==> config.mk <==
export PLATFORM = sky130hd
export DESIGN_NAME = bcd7_display_decoder
export DESIGN_NICKNAME = d
export VERILOG_FILES = /design/src/rtl/bcd7_pkg.sv /design/src/rtl/bcd7_glyph.sv /design/src/rtl/bcd7_stage.sv /design/src/rtl/bcd7_display_decoder.sv
export SDC_FILE = /design/constraint.sdc
export NUM_CORES = 1
export LEC_CHECK = 0
export ABC_AREA = 1
export BUFFER_PORTS_ARGS = -buffer_cell sky130_fd_sc_hd__buf_2
export CAP_MARGIN = 20
export CELL_PAD_IN_SITES_DETAIL_PLACEMENT = 1
export CELL_PAD_IN_SITES_GLOBAL_PLACEMENT = 1
export CORE_MARGIN = 4
export CORE_UTILIZATION = 41
export CTS_BUF_LIST = sky130_fd_sc_hd__clkbuf_4 sky130_fd_sc_hd__clkbuf_8
export CTS_CLUSTER_DIAMETER = 120
export DETAILED_ROUTE_END_ITERATION = 16
export GPL_ROUTABILITY_DRIVEN = 0
export HOLD_SLACK_MARGIN = 0.1
export PLACE_DENSITY_LB_ADDON = 0.08
export REMOVE_ABC_BUFFERS = 1
export SLEW_MARGIN = 20
export SYNTH_ARGS = -nofsm -noshare
export SYNTH_HDL_FRONTEND = slang
export SYNTH_HIERARCHICAL = 1
export SYNTH_SLANG_ARGS = --single-unit
==> constraint.sdc <==
create_clock -name clk_i -period 5.85 [get_ports clk_i]
set_clock_uncertainty 0.05 [all_clocks]
set_input_delay 1.755 -clock clk_i [delete_from_list [all_inputs] [get_ports clk_i]]
set_output_delay 1.755 -clock clk_i [all_outputs]
set_load 0.01 [all_outputs]
==> src/rtl/bcd7_pkg.sv <==
package bcd7_pkg;
    localparam int SEG_W  = 7;
    localparam int CODE_W = 4;
    typedef logic [SEG_W-1:0]  seg_t;
    typedef logic [CODE_W-1:0] code_t;
    localparam seg_t SEG_DARK = '0;
    localparam seg_t SEG_FULL = '1;
    localparam code_t CODE_ZERO = '0;
endpackage

==> src/rtl/bcd7_glyph.sv <==
module bcd7_glyph
    import bcd7_pkg::*;
(
    input  code_t code_i,
    output seg_t  glyph_o
);
    // Segment vector packed as {g,f,e,d,c,b,a}.
    always_comb begin
        unique case (code_i)
            4'd0:    glyph_o = 7'b0111111;
            4'd1:    glyph_o = 7'b0000110;
            4'd2:    glyph_o = 7'b1011011;
            4'd3:    glyph_o = 7'b1001111;
            4'd4:    glyph_o = 7'b1100110;
            4'd5:    glyph_o = 7'b1101101;
            4'd6:    glyph_o = 7'b1111101;
            4'd7:    glyph_o = 7'b0000111;
            4'd8:    glyph_o = 7'b1111111;
            4'd9:    glyph_o = 7'b1101111;
            default: glyph_o = SEG_DARK;
        endcase
    end
endmodule

==> src/rtl/bcd7_stage.sv <==
module bcd7_stage
    import bcd7_pkg::*;
(
    input  code_t code_i,
    input  logic  lamp_test_i,
    input  logic  blank_i,
    input  logic  sup_in_i,
    output seg_t  seg_o,
    output logic  sup_out_o
);
    seg_t glyph;
    logic is_zero;
    logic suppress;

    bcd7_glyph glyph_i (
        .code_i  (code_i),
        .glyph_o (glyph)
    );

    assign is_zero = (code_i == CODE_ZERO);
    // Lamp test wins over zero suppression and also breaks the chain.
    assign suppress = sup_in_i && is_zero && !lamp_test_i;

    always_comb begin
        if (blank_i) begin
            seg_o = SEG_DARK;
        end else if (lamp_test_i) begin
            seg_o = SEG_FULL;
        end else if (suppress) begin
            seg_o = SEG_DARK;
        end else begin
            seg_o = glyph;
        end
    end

    assign sup_out_o = suppress;
endmodule

==> src/rtl/bcd7_display_decoder.sv <==
module bcd7_display_decoder
    import bcd7_pkg::*;
#(
    parameter int NUM_DIGITS = 4,
    parameter bit OUT_REG    = 1'b1
) (
    input  logic                      clk_i,
    input  logic                      rst_ni,
    input  logic [CODE_W*NUM_DIGITS-1:0] digit_code_i,
    input  logic                      lamp_test_i,
    input  logic                      blank_i,
    input  logic                      zero_sup_i,
    output logic [SEG_W*NUM_DIGITS-1:0]  seg_o,
    output logic                      zero_sup_o
);
    localparam int SEGS_W = SEG_W * NUM_DIGITS;

    typedef struct packed {
        logic [SEGS_W-1:0] segs;
        logic              sup;
    } out_t;

    out_t out_d;
    out_t out_q;

    // chain[k+1] feeds digit k; chain[NUM_DIGITS] is the external input.
    logic [NUM_DIGITS:0] chain;
    logic [SEGS_W-1:0]   segs_comb;

    assign chain[NUM_DIGITS] = zero_sup_i;

    for (genvar k = 0; k < NUM_DIGITS; k++) begin : g_digit
        seg_t stage_seg;
        bcd7_stage stage_i (
            .code_i      (digit_code_i[CODE_W*k +: CODE_W]),
            .lamp_test_i (lamp_test_i),
            .blank_i     (blank_i),
            .sup_in_i    (chain[k+1]),
            .seg_o       (stage_seg),
            .sup_out_o   (chain[k])
        );
        assign segs_comb[SEG_W*k +: SEG_W] = stage_seg;
    end

    always_comb begin
        out_d.segs = segs_comb;
        out_d.sup  = chain[0];
    end

    if (OUT_REG) begin : g_reg
        always_ff @(posedge clk_i) begin
            if (!rst_ni) begin
                out_q <= '0;
            end else begin
                out_q <= out_d;
            end
        end
    end else begin : g_comb
        assign out_q = out_d;
    end

    assign seg_o      = out_q.segs;
    assign zero_sup_o = out_q.sup;
endmodule

Word-level counts from Yosys, hierarchy flattened

Memories as Yosys holds them, arrays and structs flattened.
Index checks and enable logic that the tools add are counted.

Register bits: 29
Latch bits: 0
Memory bits (writable): 0
Memory bits (read-only): 448
Word-level logic and storage cells: 29
Memories: 4

Add/sub/neg operators: 0
Multipliers: 0
Divide/modulo/power cells: 0
$lt $le $gt $ge: 0
Equality and inequality tests: 0
Shift operators: 0
Multiplexer cells: 8
Bitwise operators: 1
Reductions and logical operators: 14

Memory list:

| name             | depth | width | read ports | clocked after memory_dff | wr ports | RTL line        | text |
|---|---|---|---|---|---|---|---|
| (name not given) | 16    | 7     | 1          | 0                        | 0        | bcd7_glyph.sv:9 | `unique case (code_i)` |
| (name not given) | 16    | 7     | 1          | 0                        | 0        | bcd7_glyph.sv:9 |  |
| (name not given) | 16    | 7     | 1          | 0                        | 0        | bcd7_glyph.sv:9 |  |
| (name not given) | 16    | 7     | 1          | 0                        | 0        | bcd7_glyph.sv:9 |  |

Operator list:

| kind                | count |
|---|---|
| $mux W7             | 8 |
| $logic_not A4 Y1    | 4 |
| $logic_and A1 B1 Y1 | 8 |
| $reduce_or A2 Y1    | 1 |
| $logic_not A1 Y1    | 1 |
| $not A1 Y1          | 1 |

Logic depth before layout (Yosys ltp)

Gate-level depths: netlist of the first run.

Depth after elaboration: 11
Depth in mapped cells: 19

Hierarchy

Netlist of the first run, hierarchy kept.

Modules (own cells, without submodules):

| module               | instances | cells each | area each (sq um) | seq. area each (sq um) |
|---|---|---|---|---|
| bcd7_glyph           | 4         | 39         | 210.2             | 0.0 |
| bcd7_display_decoder | 1         | 90         | 822.0             | 580.6 |
| bcd7_stage           | 4         | 35         | 157.7             | 0.0 |

Worst setup path before layout of the first run

OpenSTA, ideal clock, no wires.

Kind: input -> register
From: input lamp_test_i
To: register out_q (netlist bit seg_o[0])
Setup time: 109 ps
Data arrival time: 3206 ps
Data required time: 5691 ps
Path slack: 2485 ps
Cell stages on the path: 19
Path buffers: 1
Cell sequence: buf_6 -> nor2_4 -> nand3_2 -> inv_1 -> inv_1 -> nor2_4 -> nand3_2 -> inv_1 -> inv_1 -> nor2_4 -> nand3_2 -> inv_1 -> inv_1 -> nor2_4 -> nand3_2 -> nand2_1 -> inv_1 -> nand2_1 -> inv_1

Cells in the longest elaborated chain, start to end: 10

RTL lines:

| item                              | RTL line                   | text |
|---|---|---|
| from (decl)                       | bcd7_display_decoder.sv:10 | `input logic lamp_test_i,` |
| $logic_not A1 Y1                  | bcd7_stage.sv:22           | `assign suppress = sup_in_i && is_zero && !lamp_test_i;` |
| $logic_and A1 B1 Y1               | bcd7_stage.sv:22           |  |
| named net chain[3]                | bcd7_display_decoder.sv:27 | `logic [NUM_DIGITS:0] chain;` |
| $logic_and A1 B1 Y1 (2 in series) | bcd7_stage.sv:22           |  |
| named net chain[2]                | bcd7_display_decoder.sv:27 |  |
| $logic_and A1 B1 Y1 (2 in series) | bcd7_stage.sv:22           |  |
| named net chain[1]                | bcd7_display_decoder.sv:27 |  |
| $logic_and A1 B1 Y1 (2 in series) | bcd7_stage.sv:22           |  |
| $mux W7                           | bcd7_stage.sv:29           | `end else if (suppress) begin` |
| $mux W7                           | bcd7_stage.sv:27           | `end else if (lamp_test_i) begin` |
| to (signal assigned)              | bcd7_display_decoder.sv:55 | `out_q <= out_d;` |
| to (decl)                         | bcd7_display_decoder.sv:24 | `out_t out_q;` |

The timed path passes the listed nets, and every way through them passes these cells.
A chain may end at the register's enable or synchronous reset.

Final worst setup path of the first run

From: input lamp_test_i
To: register out_q (netlist bit seg_o[6])

The elaborated chain is that of the path after synthesis.

==> flow_summary.ini, run 1 <==
[sta]
worst_slew_pin_slew_ps = 681
hold_slack_ps = 1890
max_freq_ghz = 0.274
setup_tns_ps = 0
fin_crit_sh_pct = 62.3
relSlewSlack_pct = 54.6
setup_viol = 0
min_period_ps = 3650
drv_slew = 0
hold_violations = 0
rsz0062_at_grt = false

[routing]
drtPass1Iterations = 4
wl_per_cell_um = 10.4
routed_wl_um = 5260
drt_iter0_markers = 57
drtAntennaViolNets = 0
drcViolationCount = 0
num_vias = 2196
vias_per_cell = 4.34

[clocking]
cts_root_buf = clkbuf_8
numCtsBuffers = 5
htree_num_levels = 2
path_clk_slew_ps = 70
cts_resized = 0
clock_path_buffers = 2
ctsHoldBuffers = 0
cts_setup_buffers = 0
cts_tree = built
cts_sinks = 29

[synth]
avgSynthCellArea_sq_um = 5.94
synth_cell_type_count = 13
ys_seq_area_share_pct = 25.3
synth_top_cell_area_share_pct = 25.3
synthCells = 386
synth_area_sq_um = 2290
yosysWarningCount = 6
ys_seq_elements = 29
synth.area.top_cells = dfxtp_1 (25%), nand2_1 (24%), inv_1 (14%)
post-synth-top-area-cell = dfxtp_1

[critical_path]
path_common_cell = inv_1
crit_path_end_kind = flop
cp.arrival_ps = 3760
cp_slowest_stage_delay_ps = 310
crit_type = in2reg
cp.required_ps = 5970
cpLargestDelayFamily = simple AND/OR/NAND/NOR gates
crit_chain = buf_2 -> nor2_4 -> nand3_2 -> inv_1 -> inv_1 -> nor2_4 -> nand3_2 -> inv_1 -> inv_1 -> nor2_4 -> nand3_2 -> inv_1 -> inv_1 -> nor2_4 -> nand3_2 -> nand2_1 -> inv_1 -> nand2_1 -> inv_1
slowest_stage = buf_2
cp-start-kind = input pin
crit_buf_inv = 9
crit_path_max_fanout = 32

[grt]
grt_pass1_wl_um = 9370
antenna_found_initial = 0
track_usage_pct = 17.3
grt_pass1_vias = 2253
overflow = 0
grt_max_degree = 33

[power_and_ir_drop]
vdd_drop_max_mv = 0.0819
total_power_uw = 513
p_leak_uw = 0.00191
power_density_nw_per_um2 = 193

[finish]
drive_gt1_share_pct = 21.3
nets = 480
area_growth_pct = 15.9
final_common_cell = nand2_1
fin_area_sq_um = 2660
layout_common_cells = nand2_1 (149), inv_1 (85), nor2_1 (56), buf_2 (49), dfxtp_1 (29)
antenna_cells = 0

[outcome]
outcome = complete, no violations

[place]
hpwlAfterDp_um = 4170
portBuffers = 49
place_area_sq_um = 2560

[floorplan]
initial_utilization_pct = 43.5
boundaryPins = 50
die_y_um = 82.8
core_sq_um = 5270
die_w_um = 82.8
num_rows = 26
die_area_sq_um = 6850

[job]
drv_cap = 0

[hold_path]
hold-path-endpoint = seg_o[19]$_SDFF_PN0_
min_path_type = in2reg
min_from = rst_ni
min_path_cells = 3
==> tightest hold or removal path, delay by kind of cell <==
family | cells | cell delay (ps)
simple gates | 1 | 120
buf+inv | 2 | 300
==> cell families (layout without fill, tap and decap cells) <==
family | count (synthesis) | count (layout) | share of synthesized area (%)
adders and majority gates | 24 | 24 | 13.1
buffers and inverters | 100 | 150 | 18.2
DFF | 29 | 29 | 25.3
and+or+nand+nor | 233 | 233 | 43.4
==> routing by layer <==
layer,vias up,part of all wire (%),global-route usage [%]
li1,1172,-,-
met1,986,44,19.9
met2,34,51,32.4
met3,4,3.3,2.48
met4,0,0.99,5.88
met5,-,0,0
==> flip-flops by register name, indices dropped and copies added, names as in the netlist <==
signal and count:
seg_o 28, zero_sup_o 1
==> cells in the mapped netlist (all sizes together) <==
cell type  instances
buf                7
dfxtp             29
ha                24
inv               93
nand2            157
nand3              8
nor2              68
==> final cells by class <==
type | count | area (sq um)
clock buffers | 7 | 96.3
clock inverters | 1 | 5.00
fillers | 797 | 2610
inverters | 93 | 349
multi-input cells | 257 | 1290
flip-flops and latches | 29 | 581
well taps | 70 | 87.6
repair buffers | 49 | 245
==> worst max-delay path by stage <==
| stage | depth (start not counted) | slack [ps] | to | from |
|---|---|---|---|---|
| 3_3_place_gp | 19 | 2000 | seg_o[3]$_SDFF_PN0_ | lamp_test_i |
| 5_1_grt | 19 | 1900 | seg_o[6]$_SDFF_PN0_ | lamp_test_i |
| 4_1_cts | 19 | 2180 | seg_o[6]$_SDFF_PN0_ | lamp_test_i |
| 2_1_floorplan | 18 | 2580 | seg_o[0]$_SDFF_PN0_ | digit_code_i[15] |
| 6_report | 19 | 2200 | seg_o[6]$_SDFF_PN0_ | lamp_test_i |
| 3_5_place_dp | 19 | 1890 | seg_o[1]$_SDFF_PN0_ | lamp_test_i |
==> where the power goes <==
part | internal, uW | switching [uW] | leakage, uW | total [uW]
registers | 208 | 2.43 | 0.000239 | 211
logic | 43.5 | 79.6 | 0.00162 | 123
clock network | 106 | 72.9 | 0.0000542 | 179
total | 358 | 155 | 0.00191 | 513
==> stage by stage <==
step / utilization (%) / worst slack, ps / cells
global placement: 48.5 / 2000 / 498
finish: 50.5 / 2200 / 506
floorplan: - / 2580 / 379
CTS: 50.5 / 2180 / 506
global route: 50.5 / 1900 / 506
detailed placement: 48.5 / 1890 / 498
(Power assumes the default switching activity.)
==> inputs of run 2 (changes only) <==
Settings changed: CORE_UTILIZATION 41 to 38.
Clock period 5.85 ns to 3.8 ns, I/O delays scaled along.
==> run 2 against run 1 <==
Sequential power grew 54%. Sequential share of layout area hardly changed. Routed wire length is 5.7% lower. Clock power rose by 42%. Combinational power rose by 52%. Die area rose by 7.1%. Utilization fell by 5.2 points. Largest cell class unchanged. Highest routed layer unchanged.
==> flow_summary.ini, run 2 (same netlist as run 1, synthesis figures left out) <==
[outcome]
outcome = complete, no violations

[grt]
grt_pass1_wl_um = 8650
track_usage_pct = 14.3
grt_pass1_vias = 2093
grt_max_degree = 32
antenna_found_initial = 0
overflow = 0

[clocking]
htree_num_levels = 2
cts_sinks = 29
ctsHoldBuffers = 0
clock_path_buffers = 2
path_clk_slew_ps = 60
cts_resized = 0
cts_root_buf = clkbuf_8
cts_setup_buffers = 0
cts_tree = built
numCtsBuffers = 5

[routing]
num_vias = 2152
vias_per_cell = 4.20
drtAntennaViolNets = 0
wl_per_cell_um = 9.69
drtPass1Iterations = 4
drt_iter0_markers = 33
drcViolationCount = 0
routed_wl_um = 4960

[critical_path]
crit_path_max_fanout = 8
crit_type = in2reg
cp.required_ps = 3920
cp.arrival_ps = 2900
cp-start-kind = input pin
crit_path_end_kind = flop

[sta]
drv_slew = 0
rsz0062_at_grt = false
setup_viol = 0
max_freq_ghz = 0.359
hold_violations = 0
relSlewSlack_pct = 67.0
worst_slew_pin_slew_ps = 495
setup_tns_ps = 0
min_period_ps = 2780
fin_crit_sh_pct = 73.3

[finish]
largest_reg_flops = 28
layout_common_cells = nand2_1 (149), inv_1 (85), nor2_1 (56), buf_2 (49), dfxtp_1 (29)
final_common_cell = nand2_1
antenna_cells = 0
fillers = 860
nets = 481
drive_gt1_share_pct = 21.5
area_growth_pct = 16.1
instances_no_fill = 512

[place]
hpwlAfterDp_um = 4030
portBuffers = 49
dp.cells = 504

[floorplan]
num_rows = 28
die_w_um = 85.7
die_y_um = 85.7
die_area_sq_um = 7340
boundaryPins = 50
core_sq_um = 5890
initial_utilization_pct = 39.0

[hold_path]
min_path_cells = 3
min_path_type = in2reg
min_from = rst_ni
hold-path-endpoint = seg_o[27]$_SDFF_PN0_

[power_and_ir_drop]
power_density_nw_per_um2 = 288
vdd_drop_max_mv = 0.139
p_leak_uw = 0.00191

[job]
drv_cap = 0
run 2: cell count changes in the layout (fill, tap and decap cells not counted), sizes merged:
cell and change:
clkinv -1, buf +1, clkbuf +1
run 2: through the flow:
stage               total power, uW  worst slack, ps  util [%]  hold slack [ps]  area (sq um)
CTS                             784              966      45.2             1280          2660
finish                          766             1020      45.2             1270          2660
detailed placement              522              688      43.7             1490          2570
floorplan                       448             1140         -             1180          2220
global route                    825              700      45.2             1310          2660
global placement                518              776      43.7             1480          2570
run 2: report_power, final:
part	total [uW]	internal [uW]	switching, uW
registers	325	321	3.91
clock network	255	151	104
logic	187	67.7	119
run 2: final cells by class:
cell class	instances	area (sq um)	share of cell area [%]
clock buffer	8	91.3	3.43
tap	75	93.8	3.52
timing repair buffer	50	253	9.49
multi-input combinational	257	1290	48.6
sequential	29	581	21.8
inverter	93	349	13.1
run 2: worst max path at each step:
stage                           from                   to  slack [ps]  cells past startpoint
floorplan           digit_code_i[15]  seg_o[0]$_SDFF_PN0_        1140                     18
global route        digit_code_i[13]  seg_o[6]$_SDFF_PN0_         700                     19
detailed placement  digit_code_i[13]  seg_o[6]$_SDFF_PN0_         690                     19
CTS                 digit_code_i[13]  seg_o[6]$_SDFF_PN0_         970                     19
finish              digit_code_i[13]  seg_o[6]$_SDFF_PN0_        1020                     19
global placement    digit_code_i[13]  seg_o[0]$_SDFF_PN0_         780                     19
run 2: worst max-delay path, stage by stage:
cell and delay (ps):
buf_2 140, nor2_2 120, nand3_2 160, inv_1 100, inv_1 60, nor2_4 80, nand3_2 150, inv_1 90
inv_1 60, nor2_4 80, nand3_2 140, inv_1 90, inv_1 60, nor2_4 70, nand3_2 140, nand2_1 100
inv_1 40, nand2_1 50, inv_1 40
run 2: metal layers:
layer / global-route usage [%] / vias to the layer above / wire (um)
met5: 0 / - / 0
met4: 4.32 / 0 / 36
met3: 2.59 / 2 / 160
met2: 29.0 / 28 / 2730
met1: 14.4 / 953 / 2040
li1: - / 1169 / -
